**config.mk**
```make
export PLATFORM = sky130hd
export DESIGN_NAME = ind_setter
export DESIGN_NICKNAME = d
export VERILOG_FILES = /design/src/rtl/ind_pkg.sv /design/src/rtl/ind_locate.sv /design/src/rtl/byte_rmw.sv /design/src/rtl/ind_setter.sv
export SDC_FILE = /design/constraint.sdc
export NUM_CORES = 1
export LEC_CHECK = 0
export CAP_MARGIN = 20
export CORE_ASPECT_RATIO = 0.5
export CORE_MARGIN = 2
export CORE_UTILIZATION = 59
export DETAILED_ROUTE_END_ITERATION = 8
export DONT_BUFFER_PORTS = 1
export GPL_TIMING_DRIVEN = 0
export HOLD_SLACK_MARGIN = 0.12
export PLACE_DENSITY = 0.78
export SYNTH_ARGS = -nofsm -noshare
export SYNTH_HDL_FRONTEND = slang
export SYNTH_SLANG_ARGS = --single-unit
```
**constraint.sdc**
```tcl
create_clock -name clk -period 4.3 [get_ports clk]
set_input_delay 0.215 -clock clk [delete_from_list [all_inputs] [get_ports clk]]
set_output_delay 0.215 -clock clk [all_outputs]
set_load 0.01 [all_outputs]
```
**src/rtl/ind_pkg.sv**
```systemverilog
package ind_pkg;

  typedef enum logic [1:0] {
    SQ_IDLE,
    SQ_IND,
    SQ_SUM,
    SQ_FIN
  } seq_state_t;

  typedef enum logic [1:0] {
    RM_IDLE,
    RM_RD,
    RM_WAIT,
    RM_WR
  } rmw_state_t;

  // Bit number 0 is the most significant bit of the byte.
  function automatic logic [7:0] msb_first_mask(input logic [2:0] bitnum);
    return 8'h80 >> bitnum;
  endfunction

endpackage

```
**src/rtl/ind_locate.sv**
```systemverilog
module ind_locate #(
  parameter int AW    = 32,
  parameter int OFF_W = 16,
  parameter int VEC_W = 11
) (
  input  logic [AW-1:0]    base,
  input  logic [OFF_W-1:0] bit_off,
  input  logic [VEC_W-1:0] vec,
  output logic [AW-1:0]    byte_addr,
  output logic [7:0]       mask
);
  import ind_pkg::*;

  localparam int IDX_W = ((OFF_W > VEC_W) ? OFF_W : VEC_W) + 1;

  logic [IDX_W-1:0] idx;
  logic [AW-1:0]    byte_ofs;

  always_comb begin
    idx       = IDX_W'(bit_off) + IDX_W'(vec);
    byte_ofs  = AW'(idx[IDX_W-1:3]);
    byte_addr = base + byte_ofs;
    mask      = msb_first_mask(idx[2:0]);
  end

endmodule

```
**src/rtl/byte_rmw.sv**
```systemverilog
module byte_rmw #(
  parameter int AW = 32
) (
  input  logic          clk,
  input  logic          rst_n,
  input  logic          start,
  input  logic [AW-1:0] addr,
  input  logic [7:0]    mask,
  output logic          mem_req,
  output logic          mem_we,
  output logic          mem_lock,
  output logic [AW-1:0] mem_addr,
  output logic [7:0]    mem_wdata,
  input  logic          mem_ready,
  input  logic          mem_rvalid,
  input  logic [7:0]    mem_rdata,
  input  logic          mem_rerr,
  output logic          done,
  output logic          err,
  output logic [7:0]    old_val
);
  import ind_pkg::*;

  rmw_state_t    st;
  logic [AW-1:0] addr_q;
  logic [7:0]    mask_q;
  logic [7:0]    old_q;
  logic          done_q;
  logic          err_q;

  always_ff @(posedge clk) begin
    if (!rst_n) begin
      st     <= RM_IDLE;
      addr_q <= '0;
      mask_q <= '0;
      old_q  <= '0;
      done_q <= 1'b0;
      err_q  <= 1'b0;
    end else begin
      done_q <= 1'b0;
      case (st)
        RM_IDLE: begin
          if (start) begin
            addr_q <= addr;
            mask_q <= mask;
            err_q  <= 1'b0;
            st     <= RM_RD;
          end
        end
        RM_RD: begin
          if (mem_ready) st <= RM_WAIT;
        end
        RM_WAIT: begin
          if (mem_rvalid) begin
            if (mem_rerr) begin
              old_q  <= 8'hFF;
              err_q  <= 1'b1;
              done_q <= 1'b1;
              st     <= RM_IDLE;
            end else begin
              old_q <= mem_rdata;
              st    <= RM_WR;
            end
          end
        end
        RM_WR: begin
          if (mem_ready) begin
            done_q <= 1'b1;
            st     <= RM_IDLE;
          end
        end
        default: st <= RM_IDLE;
      endcase
    end
  end

  always_comb begin
    mem_req   = (st == RM_RD) || (st == RM_WR);
    mem_we    = (st == RM_WR);
    mem_lock  = (st != RM_IDLE);
    mem_addr  = addr_q;
    mem_wdata = old_q | mask_q;
    done      = done_q;
    err       = err_q;
    old_val   = old_q;
  end

endmodule

```
**src/rtl/ind_setter.sv**
```systemverilog
module ind_setter #(
  parameter int AW    = 32,
  parameter int DB_W  = 32,
  parameter int OFF_W = 16,
  parameter int VEC_W = 11,
  parameter int ISC_W = 3
) (
  input  logic             clk,
  input  logic             rst_n,
  input  logic             db_valid,
  output logic             db_ready,
  input  logic [DB_W-1:0]  db_data,
  input  logic             rd_req,
  output logic             rd_valid,
  output logic [DB_W-1:0]  rd_data,
  input  logic             fn_enabled,
  input  logic [AW-1:0]    cfg_ind_base,
  input  logic [OFF_W-1:0] cfg_ind_off,
  input  logic [AW-1:0]    cfg_sum_base,
  input  logic [OFF_W-1:0] cfg_sum_off,
  input  logic [ISC_W-1:0] cfg_isc,
  output logic             mem_req,
  output logic             mem_we,
  output logic             mem_lock,
  output logic [AW-1:0]    mem_addr,
  output logic [7:0]       mem_wdata,
  input  logic             mem_ready,
  input  logic             mem_rvalid,
  input  logic [7:0]       mem_rdata,
  input  logic             mem_rerr,
  output logic             irq_o,
  output logic [ISC_W-1:0] irq_isc,
  output logic             route_err
);
  import ind_pkg::*;

  localparam int N_AREA = 2;  // 0: per-vector indicator, 1: summary

  seq_state_t       state;
  logic             start_q;
  logic             sel_sum;
  logic [VEC_W-1:0] vec_q;
  logic [ISC_W-1:0] isc_q;
  logic             err_pend;
  logic             irq_q;
  logic             err_q;
  logic             rd_valid_q;

  logic [AW-1:0]    area_base [N_AREA];
  logic [OFF_W-1:0] area_off  [N_AREA];
  logic [VEC_W-1:0] area_vec  [N_AREA];
  logic [AW-1:0]    area_addr [N_AREA];
  logic [7:0]       area_mask [N_AREA];

  always_comb begin
    area_base[0] = cfg_ind_base;
    area_off[0]  = cfg_ind_off;
    area_vec[0]  = vec_q;
    area_base[1] = cfg_sum_base;
    area_off[1]  = cfg_sum_off;
    area_vec[1]  = '0;
  end

  for (genvar g = 0; g < N_AREA; g++) begin : g_loc
    ind_locate #(
      .AW    (AW),
      .OFF_W (OFF_W),
      .VEC_W (VEC_W)
    ) u_loc (
      .base      (area_base[g]),
      .bit_off   (area_off[g]),
      .vec       (area_vec[g]),
      .byte_addr (area_addr[g]),
      .mask      (area_mask[g])
    );
  end

  logic [AW-1:0] tgt_addr;
  logic [7:0]    tgt_mask;
  logic          rmw_done;
  logic          rmw_err;
  logic [7:0]    rmw_old;

  always_comb begin
    tgt_addr = sel_sum ? area_addr[1] : area_addr[0];
    tgt_mask = sel_sum ? area_mask[1] : area_mask[0];
  end

  byte_rmw #(.AW(AW)) u_rmw (
    .clk        (clk),
    .rst_n      (rst_n),
    .start      (start_q),
    .addr       (tgt_addr),
    .mask       (tgt_mask),
    .mem_req    (mem_req),
    .mem_we     (mem_we),
    .mem_lock   (mem_lock),
    .mem_addr   (mem_addr),
    .mem_wdata  (mem_wdata),
    .mem_ready  (mem_ready),
    .mem_rvalid (mem_rvalid),
    .mem_rdata  (mem_rdata),
    .mem_rerr   (mem_rerr),
    .done       (rmw_done),
    .err        (rmw_err),
    .old_val    (rmw_old)
  );

  always_ff @(posedge clk) begin
    if (!rst_n) begin
      state      <= SQ_IDLE;
      start_q    <= 1'b0;
      sel_sum    <= 1'b0;
      vec_q      <= '0;
      isc_q      <= '0;
      err_pend   <= 1'b0;
      irq_q      <= 1'b0;
      err_q      <= 1'b0;
      rd_valid_q <= 1'b0;
    end else begin
      start_q    <= 1'b0;
      rd_valid_q <= rd_req;
      case (state)
        SQ_IDLE: begin
          if (db_valid && fn_enabled) begin
            vec_q    <= db_data[VEC_W-1:0];
            isc_q    <= cfg_isc;
            sel_sum  <= 1'b0;
            err_pend <= 1'b0;
            start_q  <= 1'b1;
            state    <= SQ_IND;
          end
        end
        SQ_IND: begin
          if (rmw_done) begin
            err_pend <= rmw_err;
            sel_sum  <= 1'b1;
            start_q  <= 1'b1;
            state    <= SQ_SUM;
          end
        end
        SQ_SUM: begin
          if (rmw_done) begin
            irq_q <= !rmw_err && (rmw_old == 8'h00);
            err_q <= err_pend || rmw_err;
            state <= SQ_FIN;
          end
        end
        SQ_FIN: begin
          irq_q <= 1'b0;
          err_q <= 1'b0;
          state <= SQ_IDLE;
        end
        default: state <= SQ_IDLE;
      endcase
    end
  end

  always_comb begin
    db_ready  = (state == SQ_IDLE);
    irq_o     = irq_q;
    irq_isc   = isc_q;
    route_err = err_q;
    rd_valid  = rd_valid_q;
    rd_data   = rd_valid_q ? '1 : '0;
  end

endmodule

```
---- After elaboration in Yosys (flattened, before gate mapping) ----
Index checks and enable logic that the tools add are counted.
W data, S select, Z words.
word-level totals
  output and inout port bits .............. 82
  word-level logic and storage cells ...... 89
  bits of input ports ..................... 147
  flip-flop bits (word level) ............. 74
operators by class
  add/subtract/negate cells ............... 3
  bitwise gates (word level) .............. 1
  shifts and indexed selects .............. 2
  equality and inequality tests ........... 14
  reduce and logical (&&, ||, !) cells .... 20
  mux-type cells .......................... 34
operators by type and width
  operator               count
  $mux W32               2
  $add A32 B13 Y32       1
  $add A32 B14 Y32       1
  $add A16 B11 Y17       1
  $mux W2                8
  $mux W8                2
  $pmux W2 S4            2
  $shr A8 B3 Y8 const A  2
  $pmux W1 S2            7
  $mux W1                13
  $eq A2 B2 Y1 const B   4
  $logic_not A8 Y1       1
  $ne A2 B1 Y1 const B   4
  $ne A2 B2 Y1 const B   4
  $or A8 B8 Y8           1
  $reduce_and A2 Y1      4
  $reduce_and A4 Y1      2
  $reduce_bool A2 Y1     4
  $reduce_and A3 Y1      2
  $eq A2 B1 Y1 const B   2
  $logic_not A2 Y1       2
  $logic_and A1 B1 Y1    2
  $logic_or A1 B1 Y1     2
  $logic_not A1 Y1       1

---- Depth between registers and ports, before layout ----
  word-level depth ........................ 4
  mapped depth ............................ 20
  gate-level depth less buffers ........... 18

---- Hierarchy ----
From an unflattened synthesis, not the netlist that was laid out.
second synthesis, totals
  cells, all modules ...................... 876
  area, all modules ....................... 7198.2 µm²
modules (own cells, without submodules)
  module                       sequential area each (µm²)  cells each  area an instance (µm²)  instances
  byte_rmw                     1041.0                      242         2312.2                  1
  ind_locate (g_loc[0].u_loc)  0.0                         239         1672.9                  1
  ind_setter                   440.4                       184         1652.8                  1
  ind_locate (g_loc[1].u_loc)  0.0                         211         1560.2                  1

---- Worst setup path before layout ----
OpenSTA, ideal clock, no wires.
  kind .................................... register to register
  start ................................... register vec_q[0]
  end ..................................... register u_rmw.addr_q[26], in the netlist u_rmw.mem_addr[26]
  required time ........................... 4168 ps
  cell stages (with the launch flop) ...... 21
  library setup time ...................... 132 ps
  slack ................................... 309 ps
  buffers on the path ..................... 2
  arrival ................................. 3859 ps
  clock period less this slack ............ 3991 ps
  cells stage by stage .................... dfxtp_1 -> ha_1 -> inv_1 -> fa_1 -> nor2b_1 -> o21ai_1 -> a21boi_0 -> o21ai_1 -> a211oi_1 -> or3_1 -> nand4b_1 -> ha_1 -> buf_2 -> a211oi_1 -> nor2_1 -> o41ai_1 -> o41ai_2 -> buf_6 -> and3_1 -> a221oi_1 -> a21oi_1
on the way
  cells in the longest elaborated chain, start to end .. 3
RTL lines
  item                    line               text
  start, declared         ind_setter.sv:42   logic [VEC_W-1:0] vec_q;
  start signal, assigned  ind_setter.sv:126  vec_q <= db_data[VEC_W-1:0];
  $add A16 B11 Y17        ind_locate.sv:20   idx = IDX_W'(bit_off) + IDX_W'(vec);
  $add A32 B14 Y32        ind_locate.sv:22   byte_addr = base + byte_ofs;
  $mux W32                ind_setter.sv:85   tgt_addr = sel_sum ? area_addr[1] : area_addr[0];
  end signal, assigned    byte_rmw.sv:44     addr_q <= addr;
  end, declared           byte_rmw.sv:25     logic [AW-1:0] addr_q;
Every way passes these cells.
A chain may end at the register's enable or synchronous reset.

---- Worst setup path in the final report ----
  start ................................... register vec_q[0]
  end ..................................... register u_rmw.addr_q[16], in the netlist u_rmw.mem_addr[16]
The elaborated chain is that of the path after synthesis.

==> run summary <==
========================================================================================
Post-synthesis instance area                                                 0.00605 mm²
Total Power Consumption                                                        0.00253 W
Clock-pin slew of the registers on the worst-case setup and hold paths           0.06 ns
Clk buf depth                                                                          2
Number of antenna cells inserted                                                       0
Reported max-cap violation count                                                       0
Clock net sink count                                                                  74
Residual DRC                                                                           0
Hold wc startpoint                                                          cfg_sum_base[16]
Count of vias placed by the detailed router                                         6115
Number of enable flip-flop cells after synthesis                                       0
Per-cell via count in the routed design                                             6.21
Die outline area                                                              0.0111 mm²
Yosys warns                                                                            0
Most used cells in the layout excluding fill and tap cells                  75 x sky130_fd_sc_hd__nand2_1, 74 x sky130_fd_sc_hd__dfxtp_1, 65 x sky130_fd_sc_hd__nor2_1, 62 x sky130_fd_sc_hd__a21oi_1
Time the final worst path needs with I/O delays and setup                        4.14 ns
Layout fillers                                                                       866
Launching point of the worst reg2reg path                                       vec_q[0]
Placer congestion estimate                                                          1.01
Crit path arrival time                                                           4.43 ns
Launching element of the worst setup path                                       vec_q[0]
CTS H-tree lvls                                                                        3
Crit Path Max Fanout                                                                   6
Total negative slack                                                                0 ns
All-Layer GR Usage                                                                 31.7%
Wire length of the first global-routing pass                                     27.7 mm
WS Path Type                                                                  reg -> reg
Area of the multi-input gates                                                0.00414 mm²
Aggregate routed wire length                                                     18.5 mm
Actual transition at the worst max-transition pin                                1.01 ns
Final hold violation count                                                             0
Nets in the synthesized netlist                                                      982
Number of distinct standard cells referenced by the synthesized netlist               65
Commonest non-fill, non-tap cell in the layout                              sky130_fd_sc_hd__nand2_1
Skew-Pair Late Insertion Delay                                                   0.34 ns
Register cell area after layout                                              0.00148 mm²
Kind of start point of the critical path                                       flip-flop
Flip-flop cell with the highest count after synthesis                       sky130_fd_sc_hd__dfxtp_1
TritonCTS clock tree                                                                 yes
Maximum number of pins on one net before global-route repair                          34
Power per cell area                                                           361 mW/mm²
Proportion of synthesized flip-flops having asynchronous set or reset                 0%
Area growth, synth to finish                                                       15.7%
Max Fclk                                                                         241 MHz
Routed length per placed instance                                                18.8 µm
Std cell rows                                                                         26
Max Slew Vio Count                                                                     0
Setup repair after global routing missed its margin                                false
Antenna Nets Post-Route                                                                0
Overall overflow remaining after global route                                          0
Die Y                                                                            75.6 µm
Clock Tree Root                                                             sky130_fd_sc_hd__clkbuf_16
Total I/O pin count                                                                  229
Final #Nets                                                                         1031
Count of routing violations after the opening detailed-route iteration               541
Count of TritonRoute iterations in the first routing pass                              7
Peak supply drop                                                                0.254 mV
Max-slew headroom at the worst pin                                                 32.7%
Result of the run                                                           finished, final reports clean
Vias in the first global route                                                      5430
Count of input and output buffers                                                      0
Share of the core filled with cells                                                69.4%
Clock skew after layout                                                       0.00965 ns
Synth Area per Inst                                                             7.66 µm²
Post-synthesis sequential element count                                               74
Instance count of the mapped netlist                                                 790
Share of post-route cells with drive strength above 1                              11.3%
Number of antenna violations at the first check in global routing                      0
DP Wirelength                                                                    13.9 mm
Die width                                                                         147 µm
Final count of negative-setup-slack endpoints                                          0
Min-Delay Path Class                                                           in -> reg
Critical Path End Type                                                         flip-flop
Sequential area share after synthesis                                              24.5%
CORE AREA                                                                     0.0101 mm²
Crit path required time                                                          4.59 ns
Starting Density                                                                   60.0%
Clock buffer count from CTS                                                            9
Portion of the clock cycle consumed by the worst path in the final layout          96.4%
Static power due to leakage                                                      2.78 nW
Minimum setup slack among reg-to-reg paths                                       0.16 ns
========================================================================================
==> per-stage QoR <==
step           instances  setup slack, ns  instance area [µm²]  hold slack (ns)
6_report             984            0.156                 7000            0.135
5_1_grt              984           0.0166                 7000            0.135
4_1_cts              981          0.00620                 6900            0.124
3_5_place_dp         930           -0.312                 6230            0.345
3_3_place_gp         930           -0.186                 6230            0.347
2_1_floorplan        790            0.309                 6050            0.342
==> critical path: stages, from the launching register on <==
cell and delay [ns]:
sky130_fd_sc_hd__dfxtp_1 0.34, sky130_fd_sc_hd__ha_2 0.18, sky130_fd_sc_hd__inv_1 0.05, sky130_fd_sc_hd__fa_2 0.34, sky130_fd_sc_hd__nor2b_2 0.14, sky130_fd_sc_hd__o21ai_1 0.10, sky130_fd_sc_hd__a21boi_2 0.19, sky130_fd_sc_hd__o21ai_2 0.09
sky130_fd_sc_hd__a211oi_2 0.21, sky130_fd_sc_hd__buf_4 0.16, sky130_fd_sc_hd__or3_1 0.10, sky130_fd_sc_hd__nand4b_1 0.17, sky130_fd_sc_hd__ha_4 0.32, sky130_fd_sc_hd__a211oi_2 0.18, sky130_fd_sc_hd__nor2_1 0.10, sky130_fd_sc_hd__o41ai_2 0.41
sky130_fd_sc_hd__o41ai_4 0.16, sky130_fd_sc_hd__buf_4 0.18, sky130_fd_sc_hd__a311o_1 0.37, sky130_fd_sc_hd__a31oi_1 0.18, sky130_fd_sc_hd__a31o_2 0.12
==> worst paths after layout <==
path,end,cells after the start
worst max-delay path,u_rmw.mem_addr[16],20
worst min-delay path,u_rmw.mem_addr[17],2
worst max register to register,u_rmw.mem_addr[16],20
worst min register to register,vec_q[6],2
==> flip-flops by register name, summed over array words and instances, names as in the netlist <==
register        flops
u_rmw.mem_addr     32
vec_q              11
u_rmw.mask_q        8
u_rmw.old_val       8
irq_isc             3
state               2
u_rmw.st            2
err_pend            1
irq_o               1
rd_valid            1
route_err           1
sel_sum             1
start_q             1
u_rmw.done          1
u_rmw.err           1
==> layout make-up <==
cell class	instances	area share, %
Inverter	31	1.66
Buffer	68	5.59
Multi-Input combinational cell	616	59.1
Sequential cell	74	21.2
Timing Repair Buffer	39	5.36
Clock inverter	7	1.41
Clock buffer	9	3.22
Tap cell	140	2.50
==> metal layers <==
| metal | wire, µm | up-vias | global-route usage [%] |
|---|---|---|---|
| met5 | 0 | - | 0 |
| met1 | 8090 | 2794 | 41.4 |
| met2 | 8060 | 331 | 51.5 |
| met3 | 1950 | 49 | 10.5 |
| met4 | 388 | 0 | 8.33 |
| li1 | - | 2941 | - |
==> logic make-up (layout without fill, tap and decap cells) <==
group / Yosys count / in the layout / synth area share, %
buf+inv: 100 / 154 / 8.48
simple gates: 282 / 282 / 22.9
compound gates: 228 / 228 / 25.3
fa+ha+maj: 45 / 45 / 9.68
flops: 74 / 74 / 24.5
xor+xnor: 48 / 48 / 6.95
mux: 13 / 13 / 2.19
==> Yosys cell counts (7+ instances only) <==
library cell | instances | area share, %
sky130_fd_sc_hd__nand2_1 | 75 | 4.7
sky130_fd_sc_hd__inv_1 | 30 | 1.9
sky130_fd_sc_hd__a21o_1 | 8 | 0.99
sky130_fd_sc_hd__o21ai_1 | 7 | 0.58
sky130_fd_sc_hd__xor2_1 | 28 | 4.1
sky130_fd_sc_hd__buf_4 | 32 | 4.0
sky130_fd_sc_hd__dfxtp_1 | 74 | 24
sky130_fd_sc_hd__a211oi_1 | 26 | 3.2
sky130_fd_sc_hd__nor2_1 | 65 | 4.0
sky130_fd_sc_hd__or2_2 | 10 | 1.0
sky130_fd_sc_hd__a21oi_1 | 62 | 5.1
sky130_fd_sc_hd__nor3_1 | 24 | 2.0
sky130_fd_sc_hd__nor4_1 | 8 | 0.83
sky130_fd_sc_hd__nand4_1 | 10 | 1.0
sky130_fd_sc_hd__and3_1 | 17 | 1.8
sky130_fd_sc_hd__xnor2_1 | 20 | 2.9
sky130_fd_sc_hd__a31oi_1 | 12 | 1.2
sky130_fd_sc_hd__o211ai_1 | 9 | 1.1
sky130_fd_sc_hd__nand3_1 | 28 | 2.3
sky130_fd_sc_hd__o21ai_0 | 40 | 3.3
sky130_fd_sc_hd__ha_1 | 42 | 8.7
sky130_fd_sc_hd__and2_1 | 10 | 1.0
sky130_fd_sc_hd__a22oi_1 | 10 | 1.2
sky130_fd_sc_hd__clkbuf_1 | 30 | 1.9
sky130_fd_sc_hd__mux2i_1 | 11 | 1.8
==> timing repair <==
item | in CTS | in global routing
setup endpoints to repair | 19 | 19
hold endpoints to repair | 31 | 0
gates cloned | 0 | 0
hold buffers | 33 | 0
buffers inserted | 2 | 4
resized for setup | 2 | 14
pin swaps | 1 | 6
==> where the power goes <==
group | switching, W | internal, W | leakage [nW]
sequential | 0.0000682 | 0.000747 | 0.601
clock | 0.000323 | 0.000514 | 0.157
combinational | 0.000514 | 0.000362 | 2.02
total | 0.000906 | 0.00162 | 2.78
Note: power is estimated with default switching activity, not from simulation.
